### src/rtl/rdlvl_pkg.sv
package rdlvl_pkg;

  typedef enum logic [3:0] {
    S_IDLE,
    S_BEGIN,
    S_BEGIN_WT,
    S_STEP,
    S_LOAD,
    S_LOAD_WT,
    S_SCAN,
    S_SCAN_WT,
    S_FINAL,
    S_FINAL_LD,
    S_FINAL_WT,
    S_EXIT,
    S_EXIT_WT
  } seq_state_e;

  localparam logic [1:0] LVL_MODE_OFF    = 2'b00;
  localparam logic [1:0] LVL_MODE_RD_EYE = 2'b10;

endpackage

### src/rtl/rdlvl_pass_map.sv
module rdlvl_pass_map #(
  parameter int DLY_W = 8
) (
  input  logic                  clk_i,
  input  logic                  rst_ni,
  input  logic                  clr_i,
  input  logic                  set_i,
  input  logic [DLY_W-1:0]      idx_i,
  output logic [(1<<DLY_W)-1:0] map_o
);

  localparam int MAP_D = 1 << DLY_W;

  logic [MAP_D-1:0] map_q;

  always_ff @(posedge clk_i or negedge rst_ni) begin
    if (!rst_ni) begin
      map_q <= '0;
    end else if (clr_i) begin
      map_q <= '0;
    end else if (set_i) begin
      map_q[idx_i] <= 1'b1;
    end
  end

  assign map_o = map_q;

endmodule

### src/rtl/rdlvl_edge_scan.sv
// Walks the pass map one index per cycle: rising edge first, then falling edge.
module rdlvl_edge_scan #(
  parameter int DLY_W = 8,
  parameter int RUN   = 4
) (
  input  logic                  clk_i,
  input  logic                  rst_ni,
  input  logic                  go_i,
  input  logic [(1<<DLY_W)-1:0] map_i,
  output logic                  done_o,
  output logic                  rise_ok_o,
  output logic [DLY_W-1:0]      rise_idx_o,
  output logic                  fall_ok_o,
  output logic [DLY_W-1:0]      fall_idx_o
);

  localparam int              MAP_D     = 1 << DLY_W;
  localparam logic [DLY_W-1:0] IDX_FIRST = DLY_W'(RUN);
  localparam logic [DLY_W-1:0] IDX_LAST  = DLY_W'(MAP_D - 1 - RUN);

  logic             run_q, fall_ph_q, done_q;
  logic             rise_ok_q, fall_ok_q;
  logic [DLY_W-1:0] idx_q, rise_idx_q, fall_idx_q;
  logic             rise_hit, fall_hit;

  always_comb begin
    rise_hit = map_i[idx_q] & ~map_i[idx_q - 1'b1];
    fall_hit = ~map_i[idx_q];
    for (int k = 1; k < RUN; k++) begin
      rise_hit = rise_hit & map_i[idx_q + DLY_W'(k)];
    end
    for (int k = 1; k < RUN; k++) begin
      fall_hit = fall_hit & map_i[idx_q - DLY_W'(k)];
    end
  end

  always_ff @(posedge clk_i or negedge rst_ni) begin
    if (!rst_ni) begin
      run_q      <= 1'b0;
      fall_ph_q  <= 1'b0;
      done_q     <= 1'b0;
      rise_ok_q  <= 1'b0;
      fall_ok_q  <= 1'b0;
      idx_q      <= '0;
      rise_idx_q <= '0;
      fall_idx_q <= '0;
    end else begin
      done_q <= 1'b0;
      if (go_i) begin
        run_q     <= 1'b1;
        fall_ph_q <= 1'b0;
        rise_ok_q <= 1'b0;
        fall_ok_q <= 1'b0;
        idx_q     <= IDX_FIRST;
      end else if (run_q) begin
        if (!fall_ph_q && rise_hit) begin
          rise_ok_q  <= 1'b1;
          rise_idx_q <= idx_q;
          fall_ph_q  <= 1'b1;
        end
        if (fall_ph_q && fall_hit) begin
          fall_ok_q  <= 1'b1;
          fall_idx_q <= idx_q;
          run_q      <= 1'b0;
          done_q     <= 1'b1;
        end else if (idx_q == IDX_LAST) begin
          run_q  <= 1'b0;
          done_q <= 1'b1;
        end else begin
          idx_q <= idx_q + 1'b1;
        end
      end
    end
  end

  assign done_o     = done_q;
  assign rise_ok_o  = rise_ok_q;
  assign rise_idx_o = rise_idx_q;
  assign fall_ok_o  = fall_ok_q;
  assign fall_idx_o = fall_idx_q;

endmodule

### src/rtl/rdlvl_sweep_seq.sv
module rdlvl_sweep_seq
  import rdlvl_pkg::*;
#(
  parameter int NUM_LANES = 2,
  parameter int DLY_W     = 8,
  parameter int RSP_W     = 4,
  parameter int EDGE_RUN  = 4
) (
  input  logic                       clk_i,
  input  logic                       rst_ni,
  input  logic                       cal_start_i,
  input  logic [NUM_LANES*DLY_W-1:0] dflt_dly_i,
  output logic                       cal_busy_o,
  output logic                       cal_done_o,
  output logic [NUM_LANES*DLY_W-1:0] lane_dly_o,
  output logic [1:0]                 lvl_mode_o,
  output logic                       lvl_edge_o,
  output logic                       lvl_start_o,
  output logic                       lvl_load_o,
  output logic                       lvl_exit_o,
  input  logic                       lvl_done_i,
  output logic [NUM_LANES*DLY_W-1:0] phy_dly_o,
  input  logic [NUM_LANES*RSP_W-1:0] lvl_rsp_i
);

  localparam int               LANE_W    = (NUM_LANES > 1) ? $clog2(NUM_LANES) : 1;
  localparam int               MAP_D     = 1 << DLY_W;
  localparam logic [DLY_W-1:0]  CODE_MAX  = '1;
  localparam logic [LANE_W-1:0] LANE_LAST = LANE_W'(NUM_LANES - 1);

  seq_state_e state_q, state_d;

  logic [LANE_W-1:0] lane_q;
  logic [DLY_W-1:0]  code_q;
  logic [DLY_W-1:0]  dly_q  [NUM_LANES];
  logic [DLY_W-1:0]  dflt_q [NUM_LANES];
  logic [DLY_W-1:0]  res_q  [NUM_LANES];
  logic [DLY_W-1:0]  dflt_w [NUM_LANES];
  logic              done_q;

  logic [RSP_W-1:0]  rsp_sel;
  logic              map_clr, map_set, scan_go;
  logic [MAP_D-1:0]  pass_map;
  logic              scan_done, rise_ok, fall_ok;
  logic [DLY_W-1:0]  rise_idx, fall_idx;
  logic [DLY_W-1:0]  span, half, lane_final;
  logic              take_dflt, last_lane;

  for (genvar g = 0; g < NUM_LANES; g++) begin : g_lane
    assign dflt_w[g]                     = dflt_dly_i[g*DLY_W +: DLY_W];
    assign phy_dly_o[g*DLY_W +: DLY_W]  = dly_q[g];
    assign lane_dly_o[g*DLY_W +: DLY_W] = res_q[g];
  end

  assign rsp_sel   = lvl_rsp_i[lane_q*RSP_W +: RSP_W];
  assign last_lane = (lane_q == LANE_LAST);

  // Map bookkeeping
  assign map_set = (state_q == S_LOAD_WT) && lvl_done_i && (rsp_sel == '0);
  assign map_clr = ((state_q == S_BEGIN_WT) && lvl_done_i) ||
                   ((state_q == S_SCAN_WT) && scan_done && !last_lane);
  assign scan_go = (state_q == S_SCAN);

  rdlvl_pass_map #(.DLY_W(DLY_W)) u_map (
    .clk_i  (clk_i),
    .rst_ni (rst_ni),
    .clr_i  (map_clr),
    .set_i  (map_set),
    .idx_i  (code_q),
    .map_o  (pass_map)
  );

  rdlvl_edge_scan #(.DLY_W(DLY_W), .RUN(EDGE_RUN)) u_scan (
    .clk_i      (clk_i),
    .rst_ni     (rst_ni),
    .go_i       (scan_go),
    .map_i      (pass_map),
    .done_o     (scan_done),
    .rise_ok_o  (rise_ok),
    .rise_idx_o (rise_idx),
    .fall_ok_o  (fall_ok),
    .fall_idx_o (fall_idx)
  );

  // Half window width, or the captured default
  always_comb begin
    span       = fall_idx - rise_idx;
    half       = span >> 1;
    take_dflt  = !rise_ok || !fall_ok || (half == '0);
    lane_final = take_dflt ? dflt_q[lane_q] : half;
  end

  always_comb begin
    state_d = state_q;
    unique case (state_q)
      S_IDLE:     if (cal_start_i) state_d = S_BEGIN;
      S_BEGIN:    state_d = S_BEGIN_WT;
      S_BEGIN_WT: if (lvl_done_i) state_d = S_STEP;
      S_STEP:     state_d = S_LOAD;
      S_LOAD:     state_d = S_LOAD_WT;
      S_LOAD_WT:  if (lvl_done_i) state_d = (code_q == CODE_MAX) ? S_SCAN : S_STEP;
      S_SCAN:     state_d = S_SCAN_WT;
      S_SCAN_WT:  if (scan_done) state_d = last_lane ? S_FINAL : S_STEP;
      S_FINAL:    state_d = S_FINAL_LD;
      S_FINAL_LD: state_d = S_FINAL_WT;
      S_FINAL_WT: if (lvl_done_i) state_d = S_EXIT;
      S_EXIT:     state_d = S_EXIT_WT;
      S_EXIT_WT:  if (lvl_done_i) state_d = S_IDLE;
      default:    state_d = S_IDLE;
    endcase
  end

  always_ff @(posedge clk_i or negedge rst_ni) begin
    if (!rst_ni) begin
      state_q <= S_IDLE;
      lane_q  <= '0;
      code_q  <= '0;
      done_q  <= 1'b0;
      for (int l = 0; l < NUM_LANES; l++) begin
        dly_q[l]  <= '0;
        dflt_q[l] <= '0;
        res_q[l]  <= '0;
      end
    end else begin
      state_q <= state_d;
      done_q  <= 1'b0;
      case (state_q)
        S_IDLE: if (cal_start_i) begin
          lane_q <= '0;
          code_q <= '0;
          for (int l = 0; l < NUM_LANES; l++) begin
            dflt_q[l] <= dflt_w[l];
            dly_q[l]  <= dflt_w[l];
          end
        end
        S_STEP:    dly_q[lane_q] <= code_q;
        S_LOAD_WT: if (lvl_done_i && code_q != CODE_MAX) code_q <= code_q + 1'b1;
        S_SCAN_WT: if (scan_done) begin
          res_q[lane_q] <= lane_final;
          if (!last_lane) begin
            lane_q <= lane_q + 1'b1;
            code_q <= '0;
          end
        end
        S_FINAL: begin
          for (int l = 0; l < NUM_LANES; l++) dly_q[l] <= res_q[l];
        end
        S_EXIT_WT: if (lvl_done_i) done_q <= 1'b1;
        default: ;
      endcase
    end
  end

  assign cal_busy_o  = (state_q != S_IDLE);
  assign cal_done_o  = done_q;
  assign lvl_mode_o  = cal_busy_o ? LVL_MODE_RD_EYE : LVL_MODE_OFF;
  assign lvl_edge_o  = 1'b0;
  assign lvl_start_o = (state_q == S_BEGIN);
  assign lvl_load_o  = (state_q == S_LOAD) || (state_q == S_FINAL_LD);
  assign lvl_exit_o  = (state_q == S_EXIT);

endmodule

### config.mk
export PLATFORM = sky130hd
export DESIGN_NAME = rdlvl_sweep_seq
export DESIGN_NICKNAME = d
export VERILOG_FILES = /design/src/rtl/rdlvl_pkg.sv /design/src/rtl/rdlvl_pass_map.sv /design/src/rtl/rdlvl_edge_scan.sv /design/src/rtl/rdlvl_sweep_seq.sv
export SDC_FILE = /design/constraint.sdc
export NUM_CORES = 1
export LEC_CHECK = 0
export BUFFER_PORTS_ARGS = -buffer_cell sky130_fd_sc_hd__buf_2
export CAP_MARGIN = 40
export CELL_PAD_IN_SITES_DETAIL_PLACEMENT = 1
export CELL_PAD_IN_SITES_GLOBAL_PLACEMENT = 2
export CORE_UTILIZATION = 40
export DETAILED_ROUTE_END_ITERATION = 10
export PLACE_DENSITY_LB_ADDON = 0.1
export SKIP_LAST_GASP = 1
export SYNTH_ARGS = -nofsm -noshare
export SYNTH_HDL_FRONTEND = slang
export SYNTH_HIERARCHICAL = 1
export SYNTH_SLANG_ARGS = --single-unit
### constraint.sdc
create_clock -name clk_i -period 8.36 [get_ports clk_i]
set_clock_uncertainty 0.05 [all_clocks]
set_input_delay 1.254 -clock clk_i [delete_from_list [all_inputs] [get_ports clk_i]]
set_output_delay 1.254 -clock clk_i [all_outputs]
set_load 0.02 [all_outputs]
==> impl_metrics.json, run 1 <==
{
  "cts_setup_buffers": 0,
  "leakage_nw": 11.7,
  "antenna_found_initial": 5,
  "cp_slowest_cell": "dfrtp_4",
  "synth_cells": 2439,
  "clk_latency_ns": 0.59,
  "route.detailed.drc": 2,
  "htreeDepth": 2,
  "min_period_ns": 5.46,
  "rsz0062_at_grt": "no",
  "routed_wl_um": 113000,
  "cts_sinks": 346,
  "final_cell_mix": "341 x dfrtp_1, 296 x mux4_2, 279 x inv_1, 266 x o22ai_1, 190 x nand2_1",
  "yosys_warnings": 6,
  "hold_buffers": 0,
  "arrival_ns": 5.89,
  "crit_family": "simple AND/OR/NAND/NOR gates",
  "relSlewSlack_pct": 30.9,
  "final_area_um2": 29300,
  "final_nets": 2458,
  "violations": "design-rule violations",
  "hold_class": "reg -> reg",
  "path_buf_inv": 3,
  "insertedDiodeCount": 0,
  "core_um2": 66000,
  "layout-drive-gt1-share_pct": 27.7,
  "cp.required_ns": 8.78,
  "placed_cell_area_um2": 27900,
  "die_y_um": 260,
  "crit_top_cell": "nand4_1",
  "worstHoldStart": "phy_dly_o[13]",
  "final-hold-violation-count": 0,
  "root_buffer": "clkbuf_16",
  "fillCellCount": 7087,
  "p_per_area_nw_per_um2": 128,
  "synth_area_per_cell_um2": 11.0,
  "clock_path_buffers": 3,
  "setup_violations": 0,
  "final-seq-area_um2": 8670,
  "post_cts_resized": 0,
  "crit_chain": "inv_1, ha_4, buf_16, buf_4, mux4_2, nand2_1, nand3_1, nand4_1, nand4_1, mux2i_2, nor4b_2, nand4_2, mux2_2",
  "worst_slack_ns": 2.90,
  "crit_type": "reg -> reg",
  "die_area_um2": 67800,
  "area_delta_synth_final_pct": 9.84,
  "grt_max_degree": 150,
  "first_global_vias": 22491,
  "gp_congestion": 0.943,
  "tns_ns": 0,
  "start_kind": "register",
  "worstPathMaxFanout": 38,
  "synth_edf_count": 0,
  "multi_input_area_um2": 15800,
  "io_pins": 68,
  "start_util_pct": 40.5,
  "status": "finished, violations left",
  "drt.antenna.violating_nets": 0,
  "cts-buffers-inserted": 44,
  "grt.total_usage_pct": 33.7,
  "drt-pass1-iter-count": 8,
  "cts_tree": "yes",
  "synth_cell_types": 111,
  "r2r-start": "u_scan/idx_q[0]",
  "cp-startpoint": "u_scan/idx_q[0]",
  "hold_slack_ns": 0.439,
  "clk_pin_slew_ns": 0.06,
  "ys_dominant_reg_cell": "dfrtp_1",
  "tightest_slew_ns": 1.04,
  "grt_pass1_wl_um": 165000,
  "slew_viol_final": 0,
  "final_common_cell": "dfrtp_1",
  "synth-seq-cells": 346,
  "worst_setup_path_end_kind": "register",
  "vias": 22342,
  "num_rows": 94,
  "hpwl_um": 78900,
  "grt_overflow": 0,
  "dpl_worst_slack_ns": 2.97,
  "total_power_mw": 3.75,
  "port_buffers": 65,
  "ys_async_sr_fraction_pct": 100,
  "drt_iter0_markers": 2476,
  "wl_per_cell_um": 34.2,
  "drv_cap": 0,
  "fmax_mhz": 183,
  "ys_seq_area_share_pct": 32.4,
  "viasPerCell": 6.75,
  "peakVddDrop_uv": 161,
  "die_width_um": 260,
  "period_share_pct": 65.3,
  "max_stage_delay_ns": 0.75,
  "mappedNetlistArea_um2": 26700
}
## cell usage after synthesis, types with 10 or more instances
cell type    n  area [um2]
nor2_1      87         327
ha_1        14         175
buf_2      107         536
clkbuf_1    41         154
buf_4       36         270
a21oi_1     43         215
mux2i_1     85         851
nor2b_1     13        81.3
xor2_1      17         149
buf_6       29         327
o22ai_1    268        1680
mux2_2      74         833
a22oi_1     16         120
xnor2_1     28         245
o2bb2ai_1   18         158
nand2_1    199         747
inv_1      279        1050
o21ai_0     42         210
o22ai_2     10         125
a31oi_1     20         125
nor3_1      22         110
mux4_2     296        6670
dfrtp_1    346        8660
nand4_1     23         144
nand2b_1    14        87.6
a222oi_1    17         170
nand3_1     66         330
## state kept, by name (all words and copies together) (netlist names), 4 cells and up
register	flops
code_q	8
dflt_q	16
lane_dly_o	16
phy_dly_o	16
state_q	4
u_map/map_o	256
u_scan/fall_idx_o	8
u_scan/idx_q	8
u_scan/rise_idx_o	8
## where the power goes
part | switching, mW | leakage [nW] | internal (mW)
Combinational | 0.0408 | 7.50 | 0.00969
Clock | 0.814 | 0.725 | 1.21
Sequential | 0 | 3.46 | 1.68
## per-layer routing
layer | vias up | track usage, % | part of all wire, %
met3 | 182 | 4.83 | 6.8
met4 | 2 | 10.1 | 3.1
met2 | 889 | 50.7 | 45
met5 | - | 0 | 0.0080
met1 | 12020 | 50.3 | 45
li1 | 9249 | - | -
## cell families (layout without fill, tap and decap cells)
family	after synthesis	after routing	synth area share, %
compound gates	534	534	14.0
simple gates	526	526	10.0
buf+inv	505	512	9.11
mux	463	463	32.0
flops	346	346	32.4
xor+xnor	49	49	1.72
fa+ha+maj	15	15	0.731
other cells	1	2	0.0140
## final cells by class
| cell class | count | area share [%] |
|---|---|---|
| Clock buffer | 64 | 4.32 |
| Clock inverter | 14 | 0.763 |
| Inverter | 283 | 3.62 |
| Multi-Input combinational cell | 1589 | 53.9 |
| Sequential cell | 346 | 29.5 |
| Tap cell | 864 | 3.68 |
| Timing Repair Buffer | 151 | 4.20 |
## metrics by stage
stage / util (%) / cells
after global placement: 41.6 / 3207
after detailed placement: 42.2 / 3232
final: 44.5 / 3311
after CTS: 44.5 / 3310
after global routing: 44.5 / 3311
after floorplan: - / 2440
## worst paths after layout
kind                                   endpoint  slack (ns)  depth (start not counted)
min in group asynchronous       u_map/map_o[35]        0.70                          1
min reg2reg                       phy_dly_o[13]        0.44                          1
max in group asynchronous       u_scan/idx_q[0]        6.11                          2
min                               phy_dly_o[13]        0.44                          1
max reg2reg                u_scan/rise_idx_o[3]        2.90                         13
max                        u_scan/rise_idx_o[3]        2.90                         13
No activity file was read; power rests on OpenSTA's default activity.
==> inputs of run 2 (changes only) <==
==> constraint.sdc (replaced) <==
create_clock -name clk_i -period 5.2 [get_ports clk_i]
set_clock_uncertainty 0.05 [all_clocks]
set_input_delay 0.78 -clock clk_i [delete_from_list [all_inputs] [get_ports clk_i]]
set_output_delay 0.78 -clock clk_i [all_outputs]
set_load 0.02 [all_outputs]
==> impl_metrics.json, run 2 (synthesis gave the netlist of run 1 again) <==
{
  "rsz0062_at_grt": "no",
  "worstPathMaxFanout": 80,
  "gp_congestion": 0.993,
  "core_um2": 66000,
  "violations": "design-rule violations",
  "hold_class": "in -> async",
  "final-seq-area_um2": 8670,
  "cp.required_ns": 5.62,
  "route.detailed.drc": 4,
  "antenna_found_initial": 4,
  "clk_pin_slew_ns": 0.06,
  "crit_type": "reg -> reg",
  "dpl_worst_slack_ns": 0.667,
  "drv_cap": 0,
  "vias": 22745,
  "cts_setup_buffers": 0,
  "relSlewSlack_pct": 38.0,
  "hold_buffers": 0,
  "die_area_um2": 67800,
  "peakVddDrop_uv": 283,
  "worst_setup_path_end_kind": "register",
  "drt_iter0_markers": 2612,
  "tightest_slew_ns": 0.927,
  "tns_ns": 0,
  "p_per_area_nw_per_um2": 209,
  "setup_violations": 0,
  "final_nets": 2482,
  "min_period_ns": 4.62,
  "multi_input_area_um2": 15800,
  "grt_pass1_wl_um": 164000,
  "cts_sinks": 346,
  "die_y_um": 260,
  "fillCellCount": 7083,
  "viasPerCell": 6.82,
  "largest_reg_flops": 256,
  "cts-buffers-inserted": 44,
  "routed_wl_um": 112000,
  "die_width_um": 260,
  "drt-pass1-iter-count": 9,
  "io_pins": 68,
  "final_cell_mix": "341 x dfrtp_1, 296 x mux4_2, 279 x inv_1, 268 x o22ai_1, 197 x nand2_1",
  "first_global_vias": 22553,
  "slew_viol_final": 0,
  "cts_tree": "yes",
  "grt.total_usage_pct": 33.3,
  "final_common_cell": "dfrtp_1",
  "drt.antenna.violating_nets": 0,
  "root_buffer": "clkbuf_16",
  "rrSetupSlack_ns": 0.58,
  "clk_latency_ns": 0.59,
  "final-hold-violation-count": 0,
  "clock_path_buffers": 3,
  "leakage_nw": 11.8,
  "hpwl_um": 81500,
  "layout-drive-gt1-share_pct": 28.4,
  "wl_per_cell_um": 33.5,
  "start_kind": "register",
  "final_core_util_pct": 44.9,
  "status": "finished, violations left",
  "area_delta_synth_final_pct": 10.9,
  "period_share_pct": 88.8,
  "htreeDepth": 2,
  "worst_slack_ns": 0.585,
  "arrival_ns": 5.03,
  "num_rows": 94,
  "grt_overflow": 0,
  "fmax_mhz": 217,
  "grt_max_degree": 149,
  "port_buffers": 65,
  "post_cts_resized": 0,
  "start_util_pct": 40.5
}
## run 2: cell count changes in the layout (fill, tap and decap cells not counted), moves of 5 or more
cell,previous run,this run
bufinv_16,5,10
buf_4,63,86
nand2_1,190,197
clkbuf_1,13,3
nand2_2,15,8
buf_12,10,16
clkinv_2,3,8
## run 2: final cells by class
class | instances | area share, %
tap | 864 | 3.65
multi-input combinational | 1589 | 53.2
antenna | 1 | 0.00844
inverter | 283 | 3.58
clock buffer | 53 | 4.03
timing repair buffer | 175 | 4.88
sequential | 346 | 29.3
clock inverter | 26 | 1.44
## run 2: per-stage QoR
stage | power (mW) | std cells | hold WS, ns | area, um2
detailed placement | 2.83 | 3257 | 0.423 | 28000
finish | 6.20 | 3337 | 0.214 | 29600
global placement | 2.83 | 3247 | 0.423 | 27900
CTS | 6.30 | 3336 | 0.214 | 29600
global route | 6.40 | 3336 | 0.265 | 29600
floorplan | 2.75 | 2440 | 0.398 | 26700
## run 2: worst paths after layout
| path | from | endpoint | cells past startpoint |
|---|---|---|---|
| worst min-delay path | rst_ni | u_map/map_o[36] | 1 |
| worst min register to register | phy_dly_o[7] | phy_dly_o[7] | 1 |
| min in group clk_i | dflt_dly_i[2] | dflt_q[10] | 2 |
| worst max-delay path | u_scan/idx_q[0] | u_scan/fall_idx_o[0] | 11 |
| worst max register to register | u_scan/idx_q[0] | u_scan/fall_idx_o[0] | 11 |
| max in group asynchronous | rst_ni | u_map/map_o[76] | 2 |
## run 2: where the power goes
group,switching (mW),internal [mW],total [mW]
clock,1.29,2.14,3.43
sequential,0,2.69,2.69
combinational,0.0651,0.0172,0.0823
total,1.35,4.85,6.20
## run 2: routing by layer
layer,up-vias,global-route usage [%],wire length (um),part of all wire [%]
li1,9318,-,-,-
met1,12159,49.3,49000,44
met2,1080,50.3,50500,45
met3,186,4.92,8620,7.7
met4,2,10.3,3770,3.4
met5,-,0,13,0.012
## run 2: worst max-delay path, stage by stage, from the launching register on
cell and delay [ns]:
dfrtp_4 0.45, buf_4 0.25, buf_12 0.42, mux4_2 0.57, a22o_1 0.24, a211oi_1 0.54, o311ai_0 0.35, and4_4 0.29
or2_4 0.25, nor4_4 0.35, buf_4 0.25, mux2_2 0.35
